==> config.mk <==
export PLATFORM = sky130hd
export DESIGN_NAME = serial_mem_target
export DESIGN_NICKNAME = d
export VERILOG_FILES = /design/src/rtl/smt_pkg.sv /design/src/rtl/smt_sync.sv /design/src/rtl/smt_addr.sv /design/src/rtl/smt_engine.sv /design/src/rtl/serial_mem_target.sv
export SDC_FILE = /design/constraint.sdc
export NUM_CORES = 1
export LEC_CHECK = 0
export CAP_MARGIN = 20
export CORE_UTILIZATION = 30
export DETAILED_ROUTE_END_ITERATION = 12
export PLACE_DENSITY = 0.55
export SETUP_SLACK_MARGIN = 0.02
export SLEW_MARGIN = 20
export SYNTH_ARGS = -nofsm -noshare
export SYNTH_HDL_FRONTEND = slang
export SYNTH_SLANG_ARGS = --single-unit
==> constraint.sdc <==
create_clock -name clk -period 3.5 [get_ports clk]
set_input_delay 0.7 -clock clk [delete_from_list [all_inputs] [get_ports clk]]
set_output_delay 0.7 -clock clk [all_outputs]
set_load 0.01 [all_outputs]
==> src/rtl/smt_pkg.sv <==
`timescale 1ns/1ps
// smt_pkg: shared types for the serial EEPROM target engine.
// Assumes: nothing beyond IEEE 1800-2017.
package smt_pkg;

    // Protocol engine phases
    typedef enum logic [2:0] {
        EP_IDLE  = 3'd0,   // released, waiting for a start
        EP_DEV   = 3'd1,   // receiving the device-address byte
        EP_WORD  = 3'd2,   // receiving the word-address byte
        EP_WDATA = 3'd3,   // receiving write data bytes
        EP_RDATA = 3'd4    // transmitting read data bytes
    } eng_state_t;

endpackage

==> src/rtl/smt_sync.sv <==
`timescale 1ns/1ps
// smt_sync: brings SCL and SDA into the clock domain through a flop chain
// and derives SCL edges plus start/stop conditions from the synchronized
// levels.
// Assumes: both lines stay stable for several clocks between changes.
module smt_sync #(
    parameter int STAGES = 2
) (
    input  logic clk,
    input  logic rst_n,
    input  logic scl_in,
    input  logic sda_in,
    output logic scl_s,
    output logic sda_s,
    output logic scl_rise,
    output logic scl_fall,
    output logic start_det,
    output logic stop_det
);

    localparam int LINES = 2;

    logic [LINES-1:0] raw;
    logic [LINES-1:0] synced;
    logic [LINES-1:0] prev_q;

    assign raw = {scl_in, sda_in};

    for (genvar g = 0; g < LINES; g++) begin : g_line
        logic [STAGES-1:0] chain_q;

        // Shift the raw line through the synchronizer chain (idle level high)
        always_ff @(posedge clk) begin
            if (!rst_n) begin
                chain_q <= '1;
            end else begin
                chain_q <= {chain_q[STAGES-2:0], raw[g]};
            end
        end

        assign synced[g] = chain_q[STAGES-1];
    end

    // Keep the previous synchronized levels for edge detection
    always_ff @(posedge clk) begin
        if (!rst_n) begin
            prev_q <= '1;
        end else begin
            prev_q <= synced;
        end
    end

    assign scl_s     = synced[1];
    assign sda_s     = synced[0];
    assign scl_rise  =  synced[1] & ~prev_q[1];
    assign scl_fall  = ~synced[1] &  prev_q[1];
    assign start_det =  synced[1] &  prev_q[1] &  prev_q[0] & ~synced[0];
    assign stop_det  =  synced[1] &  prev_q[1] & ~prev_q[0] &  synced[0];

endmodule

==> src/rtl/smt_addr.sv <==
`timescale 1ns/1ps
// smt_addr: word-address counter. Load wins over stepping. A page step
// wraps inside a 2**PAGE_BITS page and a full step wraps across the array.
// Assumes: at most one of the step requests is active in a cycle.
module smt_addr #(
    parameter int ADDR_W    = 7,
    parameter int PAGE_BITS = 3
) (
    input  logic              clk,
    input  logic              rst_n,
    input  logic              ld_en,
    input  logic [ADDR_W-1:0] ld_val,
    input  logic              step_page,
    input  logic              step_full,
    output logic [ADDR_W-1:0] addr
);

    logic [ADDR_W-1:0] addr_q;
    logic [ADDR_W-1:0] page_next;

    if (PAGE_BITS > 0 && PAGE_BITS < ADDR_W) begin : g_split
        assign page_next = {addr_q[ADDR_W-1:PAGE_BITS],
                            addr_q[PAGE_BITS-1:0] + PAGE_BITS'(1)};
    end else begin : g_flat
        assign page_next = addr_q + ADDR_W'(1);
    end

    // Update the counter on a load, a page step or a full step
    always_ff @(posedge clk) begin
        if (!rst_n) begin
            addr_q <= '0;
        end else if (ld_en) begin
            addr_q <= ld_val;
        end else if (step_page) begin
            addr_q <= page_next;
        end else if (step_full) begin
            addr_q <= addr_q + ADDR_W'(1);
        end
    end

    assign addr = addr_q;

endmodule

==> src/rtl/smt_engine.sv <==
`timescale 1ns/1ps
// smt_engine: byte-level protocol of the serial EEPROM target. It receives
// header, word-address and data bytes, acknowledges them, transmits read
// data, issues write strobes and the commit pulse, and stays silent while
// the commit block is busy.
// Assumes: the edge and condition flags come from one synchronizer, and
// rd_data is valid in the same cycle as the counter address.
module smt_engine
    import smt_pkg::*;
#(
    parameter int          ADDR_W   = 7,
    parameter int          DATA_W   = 8,
    parameter logic [6:0]  DEV_ADDR = 7'h50
) (
    input  logic              clk,
    input  logic              rst_n,
    input  logic              scl_s,
    input  logic              sda_s,
    input  logic              scl_rise,
    input  logic              scl_fall,
    input  logic              start_det,
    input  logic              stop_det,
    input  logic              busy,
    input  logic [DATA_W-1:0] rd_data,
    input  logic [ADDR_W-1:0] cur_addr,
    output logic              sda_oe,
    output logic              wr_en,
    output logic [ADDR_W-1:0] wr_addr,
    output logic [DATA_W-1:0] wr_data,
    output logic              wr_commit,
    output logic              ld_en,
    output logic [ADDR_W-1:0] ld_val,
    output logic              step_page,
    output logic              step_full
);

    localparam int              CNT_W  = $clog2(DATA_W + 2);
    localparam logic [CNT_W-1:0] B_LAST = CNT_W'(DATA_W);
    localparam logic [CNT_W-1:0] B_ACKD = CNT_W'(DATA_W + 1);
    localparam int              MSB    = DATA_W - 1;

    eng_state_t        state_q;
    logic [CNT_W-1:0]  bit_q;
    logic              ackph_q;
    logic              rw_q;
    logic              pend_q;
    logic              oe_q;
    logic [DATA_W-1:0] rx_q;
    logic [DATA_W-1:0] tx_q;
    logic              wr_en_q;
    logic              commit_q;
    logic [ADDR_W-1:0] wr_addr_q;
    logic [DATA_W-1:0] wr_data_q;

    logic live;
    logic rx_phase;
    logic rx_shift;
    logic rx_done;
    logic ack_end;
    logic dev_hit;
    logic tx_rise;
    logic tx_fall;

    // Decode the events that move the engine in this cycle
    always_comb begin
        live     = !stop_det && !start_det && !busy;
        rx_phase = (state_q == EP_DEV) || (state_q == EP_WORD) ||
                   (state_q == EP_WDATA);
        rx_shift = live && scl_rise && rx_phase && (bit_q < B_LAST);
        rx_done  = live && scl_fall && rx_phase && (bit_q == B_LAST) && !ackph_q;
        ack_end  = live && scl_fall && rx_phase && ackph_q;
        dev_hit  = (rx_q[DATA_W-1:1] == DEV_ADDR);
        tx_rise  = live && scl_rise && (state_q == EP_RDATA);
        tx_fall  = live && scl_fall && (state_q == EP_RDATA);
    end

    // Requests to the word-address counter
    always_comb begin
        ld_en     = rx_done && (state_q == EP_WORD);
        ld_val    = rx_q[ADDR_W-1:0];
        step_page = rx_done && (state_q == EP_WDATA);
        step_full = tx_fall && (bit_q == B_LAST);
    end

    // Protocol state, shift registers, line drive and write strobes
    always_ff @(posedge clk) begin
        if (!rst_n) begin
            state_q   <= EP_IDLE;
            bit_q     <= '0;
            ackph_q   <= 1'b0;
            rw_q      <= 1'b0;
            pend_q    <= 1'b0;
            oe_q      <= 1'b0;
            rx_q      <= '0;
            tx_q      <= '0;
            wr_en_q   <= 1'b0;
            commit_q  <= 1'b0;
            wr_addr_q <= '0;
            wr_data_q <= '0;
        end else begin
            wr_en_q  <= 1'b0;
            commit_q <= 1'b0;
            if (stop_det) begin
                state_q  <= EP_IDLE;
                oe_q     <= 1'b0;
                ackph_q  <= 1'b0;
                commit_q <= pend_q;
                pend_q   <= 1'b0;
            end else if (busy) begin
                state_q <= EP_IDLE;
                oe_q    <= 1'b0;
                ackph_q <= 1'b0;
            end else if (start_det) begin
                state_q <= EP_DEV;
                bit_q   <= '0;
                ackph_q <= 1'b0;
                oe_q    <= 1'b0;
            end else begin
                if (rx_shift) begin
                    rx_q  <= {rx_q[DATA_W-2:0], sda_s};
                    bit_q <= bit_q + CNT_W'(1);
                end
                if (rx_done) begin
                    case (state_q)
                        EP_DEV: begin
                            if (dev_hit && !busy) begin
                                oe_q    <= 1'b1;
                                ackph_q <= 1'b1;
                                rw_q    <= rx_q[0];
                            end else begin
                                state_q <= EP_IDLE;
                            end
                        end
                        EP_WORD: begin
                            oe_q    <= 1'b1;
                            ackph_q <= 1'b1;
                        end
                        EP_WDATA: begin
                            oe_q      <= 1'b1;
                            ackph_q   <= 1'b1;
                            wr_en_q   <= 1'b1;
                            wr_addr_q <= cur_addr;
                            wr_data_q <= rx_q;
                            pend_q    <= 1'b1;
                        end
                        default: ;
                    endcase
                end
                if (ack_end) begin
                    oe_q    <= 1'b0;
                    ackph_q <= 1'b0;
                    bit_q   <= '0;
                    case (state_q)
                        EP_DEV: begin
                            if (rw_q) begin
                                state_q <= EP_RDATA;
                                tx_q    <= rd_data;
                                oe_q    <= ~rd_data[MSB];
                            end else begin
                                state_q <= EP_WORD;
                            end
                        end
                        EP_WORD: state_q <= EP_WDATA;
                        default: ;
                    endcase
                end
                if (tx_rise) begin
                    if (bit_q < B_LAST) begin
                        bit_q <= bit_q + CNT_W'(1);
                    end else if (bit_q == B_LAST) begin
                        if (!sda_s) begin
                            bit_q <= B_ACKD;
                        end else begin
                            state_q <= EP_IDLE;
                        end
                    end
                end
                if (tx_fall) begin
                    if (bit_q != '0 && bit_q < B_LAST) begin
                        tx_q <= {tx_q[DATA_W-2:0], 1'b0};
                        oe_q <= ~tx_q[MSB-1];
                    end else if (bit_q == B_LAST) begin
                        oe_q <= 1'b0;
                    end else if (bit_q == B_ACKD) begin
                        tx_q  <= rd_data;
                        oe_q  <= ~rd_data[MSB];
                        bit_q <= '0;
                    end
                end
            end
        end
    end

    assign sda_oe    = oe_q;
    assign wr_en     = wr_en_q;
    assign wr_addr   = wr_addr_q;
    assign wr_data   = wr_data_q;
    assign wr_commit = commit_q;

    AST_COMMIT_ON_STOP: assert property (@(posedge clk) disable iff (!rst_n)
        commit_q |-> $past(stop_det));

    AST_SILENT_WHEN_BUSY: assert property (@(posedge clk) disable iff (!rst_n)
        busy |=> !oe_q);

    AST_OE_SCL_LOW: assert property (@(posedge clk) disable iff (!rst_n)
        !$stable(oe_q) |-> (!$past(scl_s) || $past(start_det || stop_det || busy)));

    AST_STROBES_EXCL: assert property (@(posedge clk) disable iff (!rst_n)
        $onehot0({wr_en_q, commit_q}));

endmodule

==> src/rtl/serial_mem_target.sv <==
`timescale 1ns/1ps
// serial_mem_target: two-wire serial EEPROM target. It connects the line
// synchronizer, the protocol engine and the word-address counter.
// Assumes: an outside commit block takes wr_en/wr_commit and raises busy
// during its self-timed write; rd_data follows rd_addr combinationally.
module serial_mem_target #(
    parameter int         ADDR_W      = 7,
    parameter int         DATA_W      = 8,
    parameter int         PAGE_BITS   = 3,
    parameter int         SYNC_STAGES = 2,
    parameter logic [6:0] DEV_ADDR    = 7'h50
) (
    input  logic              clk,
    input  logic              rst_n,
    input  logic              scl_in,
    input  logic              sda_in,
    output logic              sda_oe,
    input  logic              busy,
    output logic [ADDR_W-1:0] rd_addr,
    input  logic [DATA_W-1:0] rd_data,
    output logic              wr_en,
    output logic [ADDR_W-1:0] wr_addr,
    output logic [DATA_W-1:0] wr_data,
    output logic              wr_commit
);

    logic              scl_s, sda_s, scl_rise, scl_fall, start_det, stop_det;
    logic              ld_en, step_page, step_full;
    logic [ADDR_W-1:0] ld_val;
    logic [ADDR_W-1:0] cur_addr;

    smt_sync #(.STAGES(SYNC_STAGES)) u_sync (
        .clk       (clk),
        .rst_n     (rst_n),
        .scl_in    (scl_in),
        .sda_in    (sda_in),
        .scl_s     (scl_s),
        .sda_s     (sda_s),
        .scl_rise  (scl_rise),
        .scl_fall  (scl_fall),
        .start_det (start_det),
        .stop_det  (stop_det)
    );

    smt_engine #(
        .ADDR_W   (ADDR_W),
        .DATA_W   (DATA_W),
        .DEV_ADDR (DEV_ADDR)
    ) u_engine (
        .clk       (clk),
        .rst_n     (rst_n),
        .scl_s     (scl_s),
        .sda_s     (sda_s),
        .scl_rise  (scl_rise),
        .scl_fall  (scl_fall),
        .start_det (start_det),
        .stop_det  (stop_det),
        .busy      (busy),
        .rd_data   (rd_data),
        .cur_addr  (cur_addr),
        .sda_oe    (sda_oe),
        .wr_en     (wr_en),
        .wr_addr   (wr_addr),
        .wr_data   (wr_data),
        .wr_commit (wr_commit),
        .ld_en     (ld_en),
        .ld_val    (ld_val),
        .step_page (step_page),
        .step_full (step_full)
    );

    smt_addr #(
        .ADDR_W    (ADDR_W),
        .PAGE_BITS (PAGE_BITS)
    ) u_addr (
        .clk       (clk),
        .rst_n     (rst_n),
        .ld_en     (ld_en),
        .ld_val    (ld_val),
        .step_page (step_page),
        .step_full (step_full),
        .addr      (cur_addr)
    );

    assign rd_addr = cur_addr;

    if (PAGE_BITS > 0 && PAGE_BITS < ADDR_W) begin : g_page_chk
        AST_PAGE_ROLL: assert property (@(posedge clk) disable iff (!rst_n)
            wr_en |-> (rd_addr == {wr_addr[ADDR_W-1:PAGE_BITS],
                                   wr_addr[PAGE_BITS-1:0] + PAGE_BITS'(1)}));
    end

endmodule

Word level (Yosys, flattened, before mapping)
Index checks and enable logic that the tools add are counted.
{ "classes": {"n_addsub": 3, "magnitude_cmp": 1, "eq_ne": 9, "mux": 45, "bitwise_logic": 18, "reduce_logical": 42} }
{ "op_table": {"columns": ["operator", "count"], "rows": [
  ["2-to-1 mux 8 bit", 7],
  ["2-to-1 mux 4 bit", 11],
  ["2-to-1 mux 3 bit", 9],
  ["2-to-1 mux 7 bit", 3],
  ["logical AND 1 bit", 17],
  ["2-to-1 mux 1 bit", 12],
  ["NOT 1 bit", 11],
  ["OR reduction 5 bit", 2],
  ["== test 4 bit, second input constant", 2],
  ["AND reduction 4 bit", 2],
  ["adder 7 x 1 -> 7 bit, second input constant", 1],
  ["bitwise AND 1 bit", 7],
  ["== test 7 bit, second input constant", 1],
  ["== test 3 x 2 -> 1 bit, second input constant", 2],
  ["case mux 3 bit (2 select lines)", 1],
  ["AND reduction 2 bit", 3],
  ["AND reduction 3 bit", 2],
  ["AND reduction 6 bit", 1],
  ["AND reduction 5 bit", 1],
  ["adder 4 x 1 -> 4 bit, second input constant", 1],
  ["logical NOT 1 bit", 4],
  ["less-than comparator 4 bit, second input constant", 1],
  ["!= test 2 bit, second input constant", 2],
  ["case mux 1 bit (2 select lines)", 2],
  ["10 further kinds", 13]
]} }
{ "word_totals": {"ff_bits": 57, "input_bits": 13, "output_inout_bits": 25, "word_cells": 136} }

Longest topological paths before layout
Gate-level depths: netlist of run 1.
{ "depth": {"ltp_word": 20, "ltp_mapped": 8, "ltp_nobuf": 7} }

Cells and area by module
Synthesis of run 1 repeated with hierarchy kept, for this count alone.
{ "hier_totals": {"cells_unflattened": 314, "area_unflattened_um2": 2800.2} }
{ "by_module_without_submodules": {"columns": ["mod", "n_inst", "cells_per_inst", "area_per_inst_um2", "seq_area_each_um2"], "rows": [
  ["smt_engine", 1, 251, 2240.9, 860.8],
  ["smt_addr", 1, 47, 369.1, 140.1],
  ["smt_sync", 1, 16, 190.2, 120.1]
]} }

Worst setup path before layout of run 1
OpenSTA, ideal clock, no wires.
{ "synth_timing": {"kind": "input to register", "startpoint": "input port busy", "endpoint": "register u_engine.bit_q[1]", "arrival_time_ns": 2.074, "required_ns": 3.378, "slack_ns": 1.305, "stages": 6, "n_path_buf": 1, "path_cell_list": "buf_6 > or4b_4 > nor4_4 > nor3_2 > and3_1 > a221o_1"} }
{ "synth_via": {"elab_chain_len": 16, "elab_cells_between_ends": 23} }
{ "synth_lines": {"columns": ["element", "line", "text"], "rows": [
  ["start: declaration", "serial_mem_target.sv:18", "input logic busy,"],
  ["logical NOT 1 bit", "smt_engine.sv:66", "live = !stop_det && !start_det && !busy;"],
  ["logical AND 1 bit", "smt_engine.sv:66", null],
  ["logical AND 1 bit", "smt_engine.sv:69, smt_engine.sv:73", null],
  ["logical AND 1 bit (2 in series)", "smt_engine.sv:69", "rx_shift = live && scl_rise && rx_phase && (bit_q < B_LAST);"],
  ["2-to-1 mux 4 bit", "smt_engine.sv:119", "if (rx_shift) begin"],
  ["2-to-1 mux 4 bit", "smt_engine.sv:149", "if (ack_end) begin"],
  ["2-to-1 mux 4 bit", "smt_engine.sv:171", "if (!sda_s) begin"],
  ["2-to-1 mux 4 bit", "smt_engine.sv:170", "end else if (bit_q == B_LAST) begin"],
  ["2-to-1 mux 4 bit", "smt_engine.sv:168", "if (bit_q < B_LAST) begin"],
  ["2-to-1 mux 4 bit", "smt_engine.sv:167", "if (tx_rise) begin"],
  ["2-to-1 mux 4 bit", "smt_engine.sv:184", "end else if (bit_q == B_ACKD) begin"],
  ["2-to-1 mux 4 bit", "smt_engine.sv:182", "end else if (bit_q == B_LAST) begin"],
  ["2-to-1 mux 4 bit", "smt_engine.sv:179", "if (bit_q != '0 && bit_q < B_LAST) begin"],
  ["2-to-1 mux 4 bit", "smt_engine.sv:178", "if (tx_fall) begin"],
  ["2-to-1 mux 4 bit", "smt_engine.sv:113", "end else if (start_det) begin"],
  ["end signal: assignment", "smt_engine.sv:121", "bit_q <= bit_q + CNT_W'(1);"],
  ["end signal: assignment", "smt_engine.sv:169", "bit_q <= bit_q + CNT_W'(1);"],
  ["end: declaration", "smt_engine.sv:43", "logic [CNT_W-1:0] bit_q;"]
]} }
Parallel ways exist; a longest one is shown, timed or not.
A chain may end at the register's enable or synchronous reset.

Worst setup path in the final report of run 1
{ "layout_timing": {"startpoint": "input port busy", "endpoint": "register u_engine.wr_addr_q[1] (netlist: u_engine.wr_addr[1])"} }
{ "layout_via": {"elab_chain_len": 7, "elab_cells_between_ends": 8} }
{ "layout_lines": {"columns": ["element", "line", "text"], "rows": [
  ["logical NOT 1 bit", "smt_engine.sv:66", null],
  ["logical AND 1 bit", "smt_engine.sv:66", null],
  ["logical AND 1 bit (4 in series)", "smt_engine.sv:70", "rx_done = live && scl_fall && rx_phase && (bit_q == B_LAST) && !ackph_q;"],
  ["AND reduction 5 bit (no line) (*)", null, null],
  ["end signal: assignment", "smt_engine.sv:142", "wr_addr_q <= cur_addr;"],
  ["end: declaration", "smt_engine.sv:52", "logic [ADDR_W-1:0] wr_addr_q;"]
]} }
Mark *: on every way between the ends. The rest lies on a longest branch, timed or not.

==> results of run 1 <==
==> state kept, by name, indices dropped and copies added (netlist names) <==
signal,flops
u_engine.ackph_q,1
u_engine.rw_q,1
u_engine.rx_q,8
u_engine.sda_oe,1
u_addr.addr,7
u_sync.prev_q,2
u_engine.wr_addr,7
u_engine.wr_data,8
u_engine.pend_q,1
u_engine.wr_commit,1
u_engine.wr_en,1
u_engine.tx_q,7
u_engine.state_q,3
u_sync.g_line.chain_q,4
u_engine.bit_q,4
==> per-layer routing <==
metal / track usage, % / vias up / wire length, um
li1: - / 1218 / -
met1: 19.2 / 1159 / 3260
met2: 23.0 / 43 / 2940
met3: 2.15 / 4 / 220
met4: 3.50 / 0 / 63
met5: 0 / - / 0
==> stage by stage <==
stage	power (W)	utilization (%)	hold slack [ns]
2_1_floorplan	0.000687	-	0.386
3_5_place_dp	0.000709	36.4	0.397
6_report	0.00107	37.5	0.419
5_1_grt	0.00111	37.5	0.442
3_3_place_gp	0.000709	36.4	0.390
4_1_cts	0.00109	37.5	0.422
==> worst paths after layout <==
check	end	cells after the start	start
max reg2reg	u_engine.wr_addr[1]	7	u_engine.bit_q[0]
min	u_sync.g_line[0].chain_q[1]	1	u_sync.g_line[0].chain_q[0]
max	u_engine.wr_addr[1]	6	busy
min reg2reg	u_sync.g_line[0].chain_q[1]	1	u_sync.g_line[0].chain_q[0]
==> layout by cell type (no fill, tap or decap), types with 5 or more instances in the layout <==
cell type | netlist | final
dfxtp_1 | 56 | 56
clkdlybuf4s50_1 | 0 | 37
nand2_1 | 34 | 34
nor2_1 | 31 | 31
a21oi_1 | 28 | 28
nand3_1 | 25 | 25
mux2i_1 | 12 | 12
inv_1 | 9 | 9
nand2b_1 | 8 | 8
nor3_1 | 7 | 7
clkbuf_8 | 0 | 6
and3_1 | 5 | 5
nor4_1 | 5 | 5
==> critical path: cells and delay by family <==
kind            cells  cell delay, ns
simple gates        4            1.40
buf+inv             1            0.64
compound gates      1            0.08
==> cell families (layout without fill, tap and decap cells) <==
| logic type | count (synthesis) | in the layout | synth area share (%) |
|---|---|---|---|
| fa+ha+maj | 4 | 4 | 1.81 |
| mux | 13 | 13 | 4.76 |
| compound gates | 67 | 67 | 16.5 |
| xor+xnor | 4 | 4 | 1.27 |
| simple gates | 148 | 148 | 30.5 |
| buf+inv | 29 | 58 | 4.58 |
| flops | 56 | 56 | 40.6 |
==> power groups by stage <==
stage                     registers, W   logic, W  clock network, W
final                         0.000644  0.0000497          0.000377
after CTS                     0.000644  0.0000506          0.000392
after detailed placement      0.000659  0.0000504                 0
after floorplan               0.000657  0.0000297                 0
after global placement        0.000659  0.0000503                 0
after global routing          0.000645  0.0000543          0.000413
==> cell type report <==
| class | instances | area, um2 |
|---|---|---|
| inverters | 10 | 37.5 |
| fillers | 896 | 5510 |
| multi-input cells | 236 | 1510 |
| clock inverters | 1 | 8.76 |
| repair buffers | 41 | 400 |
| flip-flops and latches | 56 | 1120 |
| clock buffers | 6 | 82.6 |
| well taps | 108 | 135 |
==> qor.csv, run 1 <==
metric,value,unit
cp.arrival,2.83,ns
leakagePower,1.18,nW
grt_max_degree,21,
synth.area.top_cells,"dfxtp_1 41%, a21oi_1 5.1%, nand2_1 4.6%, nand3_1 4.5%, mux2i_1 4.4%",
first_pass_iters,4,
syn_area_per_cell,8.60,um2
rrSetupSlack,1.32,ns
hold_class,reg2reg,
period_needed,2.63,ns
endpoint_kind,register,
cts.sinks,56,
gp_congestion,0.792,
synth_most_common_cell,dfxtp_1,
drive_gt1_share,7.14,%
cp-start-kind,primary input,
cts_resized,0,
grt_overflow,0,
cts_tree,done,
crit_path_frequent_cell,nand2_1,
io_buffers,37,
dp_hpwl,4.73,mm
fin_crit_sh,75.1,%
placed_area,3210,um2
dp_slack,0.512,ns
yosysTopAreaCell,dfxtp_1,
synth_area,2760,um2
fp-row-count,34,
ys_top_cells_by_count,"56 x dfxtp_1, 34 x nand2_1, 31 x nor2_1, 28 x a21oi_1, 25 x nand3_1",
combPwrFrac,4.6,%
synthFlopType,dfxtp_1,
crit_type,in2reg,
wl_per_cell,14.2,um
synth_cell_types,66,
dp_cells,451,
nets,367,
finalHoldViolCount,0,
fmax,381,MHz
synth-seq-cells,56,
ys_seq_area_share,40.6,%
stdcell_area,3300,um2
die_height,97.9,um
num_vias,2424,
async_flop_share,0,%
initial_core_util,31.3,%
drcViolationCount,0,
coreArea,8810,um2
syn_to_final_growth,19.5,%
synth-edff-count,0,
pin_count,38,
worst_ep_required_time,3.70,ns
antenna_found_initial,0,
status,"complete, no violations",
max_cap_violations,0,
yosysTopAreaCellShare,40.6,%
setup_violations,0,
clock_path_buffers,2,
grt_first_pass_wirelength,11.1,mm
cp_slowest_cell,clkdlybuf4s50_1,
switching_share,23.3,%
critPathMaxFanout,16,
fin_tns_setup,0,ns
worstPathCellList,clkdlybuf4s50_1 -> nor4b_4 -> and3_1 -> nand2_1 -> nand2_1 -> a21oi_1,
p_sw,0.000250,W
antenna_left,0,
htree_num_levels,2,
synthCells,321,
antenna_cells,0,
drv_slew,0,
cts_buffers,5,
pwr-share-clk,35.2,%
grt_pass1_vias,2259,
vdd_drop_max,159,uV
fin_cells,458,
rsz0062_at_grt,no,
seqPwrFrac,60.2,%
finalWorstSetupSlack,0.873,ns
clockRootBuffer,clkbuf_8,
wl,6.48,mm
clock_latency,0.31,ns
grt.total_usage,14.0,%
initialDrtViolationCount,171,
synth_nets,338,
power.density,325,nW/um2
yosysWarnings,0,
die_width,97.9,um
post_cts_buffers,0,
fin_worst_skew,0.00580,ns
tightest_slew,0.572,ns
slowest_delay,0.64,ns
clkTransAtPathRegs,0.10,ns
internal_power,0.000820,W
fp.dieArea,9590,um2
vias_per_cell,5.29,
relSlewSlack,61.3,%
hold_buffers,0,
(Power assumes the default switching activity.)
==> inputs of run 2 (changes only) <==
==> constraint.sdc (replaced) <==
create_clock -name clk -period 2.5 [get_ports clk]
set_input_delay 0.5 -clock clk [delete_from_list [all_inputs] [get_ports clk]]
set_output_delay 0.5 -clock clk [all_outputs]
set_load 0.01 [all_outputs]
==> qor.csv, run 2 (same netlist as run 1, synthesis figures left out) <==
metric,value,unit,change
fp-row-count,34,,unchanged
initialDrtViolationCount,196,,was 171
rsz0062_at_grt,no,,unchanged
crit_path_frequent_cell,buf_4,,was nand2_1
relSlewSlack,69.6,%,was 61.3%
dp_slack,-0.0494,ns,was 0.512 ns
finalHoldViolCount,0,,unchanged
clockRootBuffer,clkbuf_8,,unchanged
drv_slew,0,,unchanged
fin_worst_skew,0.00779,ns,was 0.00580 ns
fp.dieArea,9590,um2,unchanged
cts_buffers,5,,unchanged
antenna_found_initial,0,,unchanged
clock_path_buffers,2,,unchanged
tightest_slew,0.455,ns,was 0.572 ns
endpoint_kind,register,,unchanged
setup_violations,0,,unchanged
initial_core_util,31.3,%,unchanged
fin_crit_sh,88.5,%,
gp_congestion,0.795,,was 0.792
dp_cells,463,,was 451
max_cap_violations,0,,unchanged
clock_latency,0.31,ns,about the same
finalWorstSetupSlack,0.287,ns,was 0.873 ns
hold_class,reg2reg,,unchanged
cts.sinks,56,,unchanged
vias_per_cell,5.30,,was 5.29
htree_num_levels,2,,unchanged
grt_overflow,0,,unchanged
leakagePower,1.24,nW,was 1.18 nW
cp_slowest_cell,clkdlybuf4s50_1,,unchanged
cts_resized,0,,unchanged
period_needed,2.21,ns,
syn_to_final_growth,23.3,%,was 19.5%
crit_type,in2reg,,unchanged
fmax,452,MHz,
clkTransAtPathRegs,0.10,ns,about the same
cts_tree,done,,unchanged
total_power,0.00148,W,was 0.00107 W
coreArea,8810,um2,unchanged
final_cell_mix,"56 x dfxtp_1, 37 x clkdlybuf4s50_1, 34 x nand2_1, 31 x nor2_1, 28 x a21oi_1",,unchanged
drcViolationCount,0,,unchanged
grt.total_usage,15.6,%,was 14.0%
nets,379,,was 367
wl,6.90,mm,was 6.48 mm
worstPathCellList,clkdlybuf4s50_1 -> buf_4 -> nor4b_4 -> and3_1 -> buf_4 -> nor3_1 -> a21oi_1 -> o32ai_1,,was clkdlybuf4s50_1 -> nor4b_4 -> and3_1 -> nand2_1 -> nand2_1 -> a21oi_1
grt_pass1_vias,2443,,was 2259
die_height,97.9,um,unchanged
hp-start,u_sync.g_line[1].chain_q[0],,was u_sync.g_line[0].chain_q[0]
io_buffers,37,,unchanged
cp.arrival,2.41,ns,was 2.83 ns
first_pass_iters,4,,unchanged
dp_hpwl,5.03,mm,was 4.73 mm
drive_gt1_share,9.94,%,was 7.14%
num_vias,2493,,was 2424
fin_cells,470,,was 458
slowest_delay,0.51,ns,was 0.64 ns
antenna_cells,0,,unchanged
status,"complete, no violations",,unchanged
cp-startpoint,busy,,unchanged
power.density,434,nW/um2,was 325 nW/um2
cp-start-kind,primary input,,unchanged
pin_count,38,,unchanged
grt_max_degree,36,,was 21
worst_ep_required_time,2.69,ns,was 3.70 ns
hold_buffers,0,,unchanged
die_width,97.9,um,unchanged
vdd_drop_max,150,uV,was 159 uV
fillers,909,,was 896
wl_per_cell,14.7,um,was 14.2 um
grt_first_pass_wirelength,12.2,mm,was 11.1 mm
antenna_left,0,,unchanged
r2r_start,u_engine.bit_q[0],,unchanged
critPathMaxFanout,7,,was 16
post_cts_buffers,0,,unchanged
final_common_cell,dfxtp_1,,unchanged
run 2: cell types whose count changed in the layout (fill, tap and decap cells not counted):
cell / delta
clkbuf_1: +1
inv_6: +1
buf_4: +10
buf_12: +2
clkinv_4: -1
clkbuf_8: -1
run 2: routing by layer:
layer  vias up  GRT usage [%]  routed length (um)
li1       1241              -                   -
met1      1191           21.5                3340
met2        52           24.9                3220
met3         9           2.29                 238
met4         0           5.01                  96
met5         -              0                   0
run 2: layout make-up:
class | instances | area, um2 | share of cell area (%)
timing repair buffer | 53 | 515 | 15.1
sequential | 56 | 1120 | 32.9
clock inverter | 1 | 8.76 | 0.257
clock buffer | 6 | 72.6 | 2.13
inverter | 10 | 37.5 | 1.10
tap | 108 | 135 | 3.97
multi-input combinational | 236 | 1510 | 44.4
run 2: worst max-delay path, delay by kind of cell:
kind	cells	cell delay, ns
AND/OR/NAND/NOR	3	0.73
buffers and inverters	3	0.90
AO/OA/AOI/OAI	2	0.28
run 2: worst paths after layout:
check	slack, ns	depth (start not counted)	to
worst min register to register	0.41	1	u_sync.g_line[1].chain_q[1]
worst min-delay path	0.41	1	u_sync.g_line[1].chain_q[1]
worst max register to register	0.35	7	u_engine.bit_q[1]
worst max-delay path	0.29	8	u_addr.addr[3]
run 2: where the power goes:
part / leakage (nW) / switching (W) / total [W] / internal (W)
clock network: 0.0417 / 0.000298 / 0.000495 / 0.000197
registers: 0.452 / 0.00000560 / 0.000901 / 0.000896
logic: 0.751 / 0.0000411 / 0.0000793 / 0.0000382
total: 1.24 / 0.000345 / 0.00148 / 0.00113
run 2: stage by stage:
step | util (%) | TNS [ns] | cell area [um2] | hold WS, ns
after floorplan | - | 0 | 2760 | 0.386
after global placement | 37.7 | -0.0488 | 3320 | 0.388
after detailed placement | 37.7 | -0.174 | 3320 | 0.392
after CTS | 38.6 | 0 | 3400 | 0.418
after global routing | 38.6 | 0 | 3400 | 0.432
final | 38.6 | 0 | 3400 | 0.414
